File: config.mk
export PLATFORM = sky130hd
export DESIGN_NAME = pfr_supervisor
export DESIGN_NICKNAME = d
export VERILOG_FILES = /design/src/rtl/pfr_pkg.sv /design/src/rtl/pfr_level_qual.sv /design/src/rtl/pfr_request_latch.sv /design/src/rtl/pfr_restore_timer.sv /design/src/rtl/pfr_supervisor.sv
export SDC_FILE = /design/constraint.sdc
export NUM_CORES = 1
export LEC_CHECK = 0
export ABC_CLOCK_PERIOD_IN_PS = 2380
export CORE_UTILIZATION = 56
export CTS_CLUSTER_DIAMETER = 200
export DETAILED_ROUTE_END_ITERATION = 6
export PLACE_DENSITY = 0.77
export SYNTH_ARGS = -nofsm -noshare
export SYNTH_HDL_FRONTEND = slang
export SYNTH_SLANG_ARGS = --single-unit
export TNS_END_PERCENT = 10
File: constraint.sdc
create_clock -name clk -period 2.38 [get_ports clk]
set_clock_uncertainty 0.1 [all_clocks]
set_input_delay 0.476 -clock clk [delete_from_list [all_inputs] [get_ports clk]]
set_output_delay 0.476 -clock clk [all_outputs]
set_load 0.005 [all_outputs]
File: src/rtl/pfr_pkg.sv
// Shared types for the power-fail recall supervisor.
package pfr_pkg;
    // Qualified supply state after registration.
    typedef struct packed {
        logic ok;         // above switch level and consistent
        logic below_rst;  // below reset level
    } pfr_level_t;
endpackage

File: src/rtl/pfr_level_qual.sv
// Registers the two supply flags into a qualified level.
// Assumes the flags are already synchronised. A contradictory pair
// (above switch but not above reset) counts as below both levels.
module pfr_level_qual
    import pfr_pkg::*;
(
    input  logic       clk,
    input  logic       rst_n,
    input  logic       vsw_ok,
    input  logic       vrst_ok,
    output pfr_level_t level
);
    pfr_level_t level_q;

    // Register the decoded level; reset reads as unpowered-but-above-reset.
    always_ff @(posedge clk) begin
        if (!rst_n) begin
            level_q.ok        <= 1'b0;
            level_q.below_rst <= 1'b0;
        end else begin
            level_q.ok        <= vsw_ok & vrst_ok;
            level_q.below_rst <= ~vrst_ok;
        end
    end

    assign level = level_q;

    // contradictory flags decode as below both levels
    a_r3_bad_pair: assert property (@(posedge clk) disable iff (!rst_n)
        (vsw_ok && !vrst_ok) |=> (!level_q.ok && level_q.below_rst));
    // below switch level never reads as ok
    a_r2_low_not_ok: assert property (@(posedge clk) disable iff (!rst_n)
        !vsw_ok |=> !level_q.ok);
endmodule

File: src/rtl/pfr_request_latch.sv
// Holds the pending recall request.
// Set by reset (power-on) and by a qualified drop below the reset level.
// Cleared only when the restore timer reports completion; set wins.
module pfr_request_latch (
    input  logic clk,
    input  logic rst_n,
    input  logic below_rst,
    input  logic done,
    output logic req
);
    logic req_q;

    // Arm on low supply, disarm on completed restore.
    always_ff @(posedge clk) begin
        if (!rst_n) begin
            req_q <= 1'b1;
        end else if (below_rst) begin
            req_q <= 1'b1;
        end else if (done) begin
            req_q <= 1'b0;
        end
    end

    assign req = req_q;

    // a drop below the reset level arms the request
    a_r4_arm: assert property (@(posedge clk) disable iff (!rst_n)
        below_rst |=> req_q);
    // the request only rises after a drop below the reset level
    a_r5_no_shallow_arm: assert property (@(posedge clk) disable iff (!rst_n)
        $rose(req_q) |-> $past(below_rst));
endmodule

File: src/rtl/pfr_restore_timer.sv
// Launches a recall when a request is pending and the supply is good,
// then times the restore window. A supply drop clears the window;
// completion is reported on the final counted cycle.
module pfr_restore_timer #(
    parameter int unsigned RESTORE_CYCLES = 27500
) (
    input  logic clk,
    input  logic rst_n,
    input  logic req,
    input  logic lvl_ok,
    output logic start_pulse,
    output logic running,
    output logic done
);
    localparam int unsigned CW = (RESTORE_CYCLES > 1) ? $clog2(RESTORE_CYCLES) : 1;
    localparam logic [CW-1:0] LAST = CW'(RESTORE_CYCLES - 1);

    logic          run_q;
    logic          start_q;
    logic [CW-1:0] cnt_q;
    logic          launch;

    assign launch = req && lvl_ok && !run_q;
    assign done   = run_q && lvl_ok && (cnt_q == LAST);

    // Start, abort, count and finish the restore window.
    always_ff @(posedge clk) begin
        if (!rst_n) begin
            run_q   <= 1'b0;
            start_q <= 1'b0;
            cnt_q   <= '0;
        end else begin
            start_q <= launch;
            if (launch) begin
                run_q <= 1'b1;
                cnt_q <= '0;
            end else if (run_q) begin
                if (!lvl_ok || (cnt_q == LAST)) begin
                    run_q <= 1'b0;
                    cnt_q <= '0;
                end else begin
                    cnt_q <= cnt_q + 1'b1;
                end
            end
        end
    end

    assign start_pulse = start_q;
    assign running     = run_q;

    // the start pulse lasts one cycle
    a_r6_single_pulse: assert property (@(posedge clk) disable iff (!rst_n)
        start_q |=> !start_q);
    // the pulse coincides with the first cycle of a restore
    a_r6_pulse_runs: assert property (@(posedge clk) disable iff (!rst_n)
        start_q |-> (run_q && cnt_q == '0));
    // a supply drop during a restore ends the window with the request kept
    a_r8_abort: assert property (@(posedge clk) disable iff (!rst_n)
        (run_q && !lvl_ok) |=> (!run_q && req));
    // the counter never passes the window length
    a_r7_bound: assert property (@(posedge clk) disable iff (!rst_n)
        cnt_q <= LAST);
endmodule

File: src/rtl/pfr_supervisor.sv
// Power-fail supervisor: inhibits stores below the switch level or while
// a recall is pending, and runs the automatic recall after power-up or a
// deep brown-out. Assumes vsw_ok and vrst_ok are synchronous to clk.
module pfr_supervisor
    import pfr_pkg::*;
#(
    parameter int unsigned RESTORE_CYCLES = 27500
) (
    input  logic clk,
    input  logic rst_n,
    input  logic vsw_ok,
    input  logic vrst_ok,
    output logic store_inhibit,
    output logic recall_start,
    output logic pwrup_busy
);
    pfr_level_t level;
    logic       req;
    logic       done;
    logic       running;

    pfr_level_qual i_level (
        .clk     (clk),
        .rst_n   (rst_n),
        .vsw_ok  (vsw_ok),
        .vrst_ok (vrst_ok),
        .level   (level)
    );

    pfr_request_latch i_req (
        .clk       (clk),
        .rst_n     (rst_n),
        .below_rst (level.below_rst),
        .done      (done),
        .req       (req)
    );

    pfr_restore_timer #(.RESTORE_CYCLES(RESTORE_CYCLES)) i_timer (
        .clk         (clk),
        .rst_n       (rst_n),
        .req         (req),
        .lvl_ok      (level.ok),
        .start_pulse (recall_start),
        .running     (running),
        .done        (done)
    );

    assign store_inhibit = !level.ok || req;
    assign pwrup_busy    = req;

    // a running restore always keeps stores blocked
    a_r9_run_inhibits: assert property (@(posedge clk) disable iff (!rst_n)
        running |-> store_inhibit);
    // busy only falls through a completed window
    a_r7_busy_fall: assert property (@(posedge clk) disable iff (!rst_n)
        $fell(pwrup_busy) |-> $past(running));
endmodule

== After elaboration in Yosys (flattened, before gate mapping) ==
Index checks and enable logic that the tools add are counted.
Cells by class
  add/subtract/negate cells: 1
  equal/unequal tests: 1
  mux-type cells: 4
  bitwise logic cells: 3
  reduce and logical (&&, ||, !) cells: 10
Operator list (number)
  15-bit by 1-bit adder with 15-bit output (second input constant): 1
  15-bit == test (second input constant): 1
  15-bit two-way mux: 1
  1-bit logical AND: 4
  2-bit OR reduction: 2
  1-bit two-way mux: 3
  1-bit zero test: 2
  1-bit logical OR: 2
  1-bit inverter: 2
  1-bit bitwise AND: 1
Word-level totals
  register bits after elaboration: 20
  bits of input ports: 4
  output and inout bits: 3
  word-level logic and storage cells: 25

== Longest topological paths before layout ==
Gate-level depths: netlist of run 1.
  depth in word-level cells: 5
  gate-level depth with buffers: 7
  gate-level depth less buffers: 5

== Hierarchy ==
From an unflattened synthesis of run 1, not the netlist that was laid out.
Unflattened totals
  cells, all modules: 123
  area, all modules: 1016.0 um^2
Modules (own cells, without submodules)
  pfr_restore_timer: times used 1, cells an instance 115, area each 919.6 um^2, seq. area each 340.3 um^2
  pfr_level_qual: times used 1, cells an instance 4, area each 56.3 um^2, seq. area each 40.0 um^2
  pfr_request_latch: times used 1, cells an instance 3, area each 33.8 um^2, seq. area each 20.0 um^2
  pfr_supervisor: times used 1, cells an instance 1, area each 6.3 um^2, seq. area each 0.0 um^2

== Worst setup path after synthesis of run 1 ==
OpenSTA, ideal clock, no wires.
  kind: reg-to-reg
  start: reg i_timer.cnt_q[0]
  end: reg i_timer.cnt_q[4]
  setup time: 0.123 ns
  data arrival time: 1.655 ns
  required time: 2.157 ns
  path slack: 0.502 ns
  cell stages (with the launch flop): 8
  path buffers: 2
  period minus slack after synthesis: 1.878 ns
  cells stage by stage: dfxtp_1 -> ha_1 -> nand4b_1 -> or4_1 -> buf_6 -> buf_8 -> a31oi_4 -> o22ai_1
On the way
  longest elaborated chain between the ends: 3
  elaborated cells between the ends (all ways): 4
  classes of those cells: add/sub (1); eq/ne (1); mux (1); reduce/logical (1)
RTL lines
  start, declared: line pfr_restore_timer.sv:20  | logic [CW-1:0] cnt_q;
  start signal, assigned: line pfr_restore_timer.sv:42  | cnt_q <= cnt_q + 1'b1;
  branches (longest 2 deep; another with 15-bit by 1-bit adder with 15-bit output)
  15-bit two-way mux (*): line pfr_restore_timer.sv:38  | if (!lvl_ok || (cnt_q == LAST)) begin
Mark *: on every way between the ends.
A chain may end at the register's enable or synchronous reset.

== Worst setup path in the final report of run 1 ==
  start: reg i_timer.cnt_q[0]
  end: reg i_timer.cnt_q[2]
Same word-level chain as after synthesis.

==> impl_metrics.csv, run 1 <==
group,metric,value,unit
sta,max_freq,499,MHz
grt,grt_max_degree,11,
run,drv_cap,0,
sta,drv_slew,0,
drt,vias,974,
sta,post-route-min-period,2.00,ns
placed_design,dp_hpwl,1490,um
clock_network,postCtsSetupRepairBufs,0,
floorplan,start_util,60.4,%
placed_design,placed_area,1120,um2
sta,rsz0062_at_grt,"false",
pwr,power.density,452,nW/um2
yosys,syn_nets,132,
grt,grt_overflow,0,
layout,area_growth_syn_to_layout,7.63,%
critical_path,end_kind,"register",
yosys,yosysUniqueCellTypes,38,
clock_network,cts_resized,0,
floorplan,pin_count,7,
sta,finalSetupViolCount,0,
drt,drtIter0Drc,23,
critical_path,r2r_cells,6,
yosys,yosysWarnings,0,
layout,insertedDiodeCount,0,
sta,final.setup.tns,0,ns
yosys,synthTopCellsByCount,"dfxtp_1, nand2_1, nand4_1",
yosys,netlist_area,1070,um2
drt,first_pass_iters,4,
layout,layout-drive-gt1-share,7.58,%
floorplan,rows,15,
yosys,synth_area_leader_cell,"dfxtp_1",
layout,design_area,1150,um2
clock_network,ctsHtreeMaxLevel,1,
grt,antenna_found_initial,0,
grt,grt_pass1_wl,3320,um
drt,wl,2050,um
layout,postLayoutCoreUtil,65.0,%
yosys,syn_avg_cell_area,8.39,um2
floorplan,die_y,45.6,um
floorplan,die_area,2080,um2
yosys,synth-seq-area-share,37.6,%
drt,post_drt_wl_per_cell,13.0,um
floorplan,die_w,45.6,um
critical_path,required,2.46,ns
yosys,synth-seq-cells,20,
critical_path,crit_fanout,9,
placed_design,io_buffers,6,
critical_path,critPathArrivalTime,2.09,ns
yosys,synthFlopType,"dfxtp_1",
hold_path,min_to,"i_req.req$_SDFFE_PP1P_",
drt,ant_nets,0,
pwr,ir_worst_vdd,0.447,mV
clock_network,root_buffer,"clkbuf_4",
clock_network,clockBufferDepth,2,
floorplan,fp.coreArea,1760,um2
grt,grt_pass1_vias,767,
placed_design,place_congestion,0.925,
clock_network,numCtsBuffers,3,
drt,drcViolationCount,0,
grt,grt_use_total,22.3,%
pwr,power,0.519,mW
pwr,p_leak,0.327,nW
yosys,yosysMostFrequentCell,"dfxtp_1",
critical_path,r2r_start,"i_timer.cnt_q[0]$_SDFFE_PP0P_",
clock_network,worstSkewPairLatency,0.29,ns
clock_network,cts_tree,"yes",
status,status,"completed",
yosys,synth_edf_count,0,
hold_path,hold_path.class,"register to register",
critical_path,criticalPathCategory,"register to register",
sta,slew_headroom,71.2,%
layout,fillers,157,
yosys,postSynthCellCount,127,
layout,final_nets,139,
clock_network,holdBufCountCts,0,
sta,worstMarginPinSlew,0.432,ns
clock_network,path_clk_slew,0.10,ns
critical_path,r2r-end,"i_timer.cnt_q[2]$_SDFFE_PP0P_",
yosys,synthTopCellsByArea,"dfxtp_1, nand2_1, nand4_1",
critical_path,r2r_setup_slack,0.38,ns
hold_path,holdCritStartpoint,"i_level.level[0]$_SDFF_PN0_",
yosys,ys_async_sr_fraction,0,%
clock_network,cts.sinks,20,
hold_path,hold_depth,1,
yosys,synth_top_area_share,37.6,%
sta,hold_viol_final,0,
sta,period_share,84.2,%
critical_path,worstSetupStartpointType,"register",
drt,viasPerCell,6.20,
## cell families after synthesis
kind of cell             share of synthesized area (%)
flip-flops                                        37.6
adder cells (fa/ha/maj)                           1.17
AND/OR/NAND/NOR                                   37.4
XOR/XNOR                                          1.64
multiplexers                                     0.939
buffers and inverters                             6.57
AO/OA/AOI/OAI                                     14.7
## metrics by stage
step | hold WS, ns | cells | setup slack (ns)
after floorplan | 0.291 | 127 | 0.502
after global placement | 0.305 | 154 | 0.297
after detailed placement | 0.305 | 154 | 0.242
after CTS | 0.336 | 157 | 0.385
after global routing | 0.365 | 157 | 0.259
final | 0.329 | 157 | 0.377
## layout make-up
| type | count | area (um2) | area share (%) |
|---|---|---|---|
| repair buffers | 8 | 75.1 | 6.54 |
| inverters | 6 | 22.5 | 1.96 |
| clock buffers | 3 | 22.5 | 1.96 |
| well taps | 25 | 31.3 | 2.73 |
| multi-input cells | 95 | 596 | 51.9 |
| flip-flops and latches | 20 | 400 | 34.9 |
## power breakdown
group	switching [mW]	total [mW]	leakage [nW]	internal, mW
Sequential	0.00200	0.339	0.162	0.337
Combinational	0.0122	0.0234	0.151	0.0112
Clock	0.0977	0.157	0.0138	0.0590
Total	0.112	0.519	0.327	0.407
## state kept, by name (all words and copies together), names as in the netlist
name and flops:
i_timer.running 1, i_timer.start_pulse 1, i_req.req 1, i_level.level 2, i_timer.cnt_q 15
## metal layers
layer	up-vias	share of wire [%]	wire (um)	GRT usage, %
li1	484	-	-	-
met1	453	48	983	30.1
met2	33	45	928	32.9
met3	4	4.9	101	4.76
met4	0	1.6	32	12.1
met5	-	0	0	0
## layout by cell type, fill, tap and decap left out, drive strengths merged, types with 2 or more instances in the layout
cell type	instances
nand2b	4
nor4	3
nand4b	3
a31oi	8
buf	2
o22ai	2
or3	5
a21oi	2
dfxtp	20
and3	4
o211ai	3
inv	6
nor2b	2
nand3	7
nand4	9
nand3b	3
o21ai	5
nor2	2
or2	2
clkbuf	3
nand2	19
nand4bb	2
clkdlybuf4s50	6
## how the worst max path moves through the flow
stage | from | endpoint | slack, ns | cells past startpoint
final | i_timer.cnt_q[0]$_SDFFE_PP0P_ | i_timer.cnt_q[2]$_SDFFE_PP0P_ | 0.38 | 6
after global routing | i_timer.cnt_q[0]$_SDFFE_PP0P_ | i_timer.cnt_q[9]$_SDFFE_PP0P_ | 0.26 | 6
after CTS | i_timer.cnt_q[0]$_SDFFE_PP0P_ | i_timer.cnt_q[2]$_SDFFE_PP0P_ | 0.39 | 6
after detailed placement | rst_n | i_timer.cnt_q[13]$_SDFFE_PP0P_ | 0.24 | 4
after global placement | rst_n | i_timer.cnt_q[9]$_SDFFE_PP0P_ | 0.30 | 4
after floorplan | i_timer.cnt_q[0]$_SDFFE_PP0P_ | i_timer.cnt_q[4]$_SDFFE_PP0P_ | 0.50 | 7
## critical path: stages (launching register included)
cell and delay (ns):
dfxtp_1 0.41, ha_1 0.25, nand4b_1 0.12, or4_1 0.53, buf_4 0.19, a31oi_1 0.17, mux2i_1 0.11
Note: power is estimated with default switching activity, not from simulation.
==> run 2, diff against run 1 <==
Settings changed: ABC_CLOCK_PERIOD_IN_PS 2380 to 1800, CORE_UTILIZATION 56 to 51, PLACE_DENSITY 0.77 to 0.74.
Clock period 2.38 ns to 1.8 ns, I/O delays scaled along.
==> impl_metrics.csv, run 2 (synthesis results as in run 1) <==
group,metric,value,unit
sta,post-route-min-period,1.82,ns
layout,fillers,153,
drt,drtIter0Drc,46,
critical_path,end_kind,"register",
grt,grt_pass1_vias,953,
floorplan,fp.coreArea,1960,um2
drt,post_drt_wl_per_cell,15.1,um
critical_path,crit_start,"i_timer.cnt_q[0]$_SDFFE_PP0P_",
pwr,power.density,533,nW/um2
drt,vias,1106,
sta,slew_headroom,74.8,%
drt,first_pass_iters,4,
floorplan,pin_count,7,
hold_path,holdCritStartpoint,"i_level.level[0]$_SDFF_PN0_",
critical_path,criticalPathCategory,"register to register",
placed_design,io_buffers,6,
drt,viasPerCell,6.08,
grt,antenna_found_initial,0,
layout,insertedDiodeCount,0,
layout,largest_reg_flops,15,
status,status,"finished, violations left",
clock_network,cts.sinks,20,
sta,finalSetupViolCount,9,
floorplan,die_area,2280,um2
clock_network,worstSkewPairLatency,0.30,ns
floorplan,rows,16,
sta,period_share,101,%
clock_network,ctsHtreeMaxLevel,1,
sta,setup_ws,-0.0226,ns
floorplan,die_y,47.7,um
drt,wl,2740,um
sta,max_freq,549,MHz
sta,worstMarginPinSlew,0.374,ns
drt,drcViolationCount,0,
grt,grt_use_total,25.5,%
placed_design,place_inst,175,
clock_network,cts_tree,"yes",
layout,final_nets,161,
placed_design,dp_hpwl,1990,um
layout,area_growth_syn_to_layout,33.0,%
pwr,ir_worst_vdd,0.413,mV
grt,grt_pass1_wl,4060,um
layout,layout-drive-gt1-share,27.7,%
sta,drv_slew,0,
run,drv_cap,0,
layout,final-instance-count-excl-fill,182,
pwr,p_leak,0.464,nW
sta,rsz0062_at_grt,"true",
clock_network,numCtsBuffers,3,
grt,grt_max_degree,12,
layout,multi_input_area,653,um2
sta,hold_viol_final,0,
critical_path,required,1.94,ns
placed_design,placed_area,1300,um2
layout,design_area,1420,um2
floorplan,die_w,47.7,um
layout,mostFrequentLayoutCells,"nand2_1, buf_4, dfxtp_1",
status,failed_checks,"setup timing",
clock_network,clockBufferDepth,2,
clock_network,holdBufCountCts,0,
critical_path,r2r_start,"i_timer.cnt_q[0]$_SDFFE_PP0P_",
clock_network,path_clk_slew,0.11,ns
critical_path,critPathArrivalTime,1.96,ns
layout,top_register,"i_timer.cnt_q",
hold_path,hold_path.class,"register to register",
drt,ant_nets,0,
critical_path,worstSetupStartpointType,"register",
placed_design,place_congestion,0.903,
grt,grt_overflow,0,
clock_network,root_buffer,"clkbuf_4",
critical_path,crit_fanout,5,
layout,regArea,408,um2
floorplan,start_util,54.3,%
==> run 2: cell count changes in the layout (fill, tap and decap cells not counted), moves of 2 or more <==
cell,previous run,this run
a31oi_1,7,5
dfxtp_1,20,16
dfxtp_2,0,3
buf_4,2,19
a31oi_4,1,3
buf_6,0,3
==> run 2: routing by layer <==
layer | vias up | GRT usage (%) | share of wire (%)
li1 | 532 | - | -
met1 | 510 | 30.2 | 40
met2 | 56 | 45.4 | 52
met3 | 8 | 4.15 | 6.6
met4 | 0 | 10.0 | 1.5
met5 | - | 0 | 0
==> run 2: timing repair <==
action                                  CTS  global route
pin swaps                                 1            10
resized for setup                         1            12
endpoints found under the setup margin   15            14
gates cloned                              0             1
setup buffers                             0             2
==> run 2: worst max-delay path, cell delays in order, from the launching register on <==
cell,delay [ns]
dfxtp_2,0.37
ha_4,0.13
buf_4,0.12
nand4_1,0.20
or2_2,0.37
or3_1,0.30
a31oi_1,0.16
==> run 2: worst paths after layout <==
| path | endpoint | cells past startpoint | slack [ns] |
|---|---|---|---|
| worst min-delay path | i_req.req$_SDFFE_PP1P_ | 1 | 0.32 |
| worst max-delay path | i_timer.cnt_q[8]$_SDFFE_PP0P_ | 6 | -0.02 |
| worst min register to register | i_req.req$_SDFFE_PP1P_ | 1 | 0.32 |
| worst max register to register | i_timer.cnt_q[8]$_SDFFE_PP0P_ | 6 | -0.02 |
==> run 2: power by group <==
| group | internal (mW) | switching [mW] |
|---|---|---|
| Combinational | 0.0257 | 0.0218 |
| Sequential | 0.444 | 0.00275 |
| Clock | 0.123 | 0.137 |
==> run 2: per-stage QoR <==
step                total power, mW  worst slack [ns]  util [%]  setup TNS, ns  hold slack, ns
floorplan                     0.477            0.0141         -              0           0.291
global placement              0.499            0.0189      66.1              0           0.295
detailed placement            0.501           -0.0579      66.1         -0.399           0.300
CTS                           0.758           0.00137      68.2              0           0.327
global route                  0.788           -0.0747      72.3         -0.823           0.356
finish                        0.755           -0.0226      72.3        -0.0992           0.324
==> run 2: cell type report <==
cell class	count	area share, %
Inverter	6	1.59
Sequential cell	20	28.8
Clock buffer	4	2.56
Timing Repair Buffer	30	18.6
Multi-Input combinational cell	95	46.1
Tap cell	27	2.38
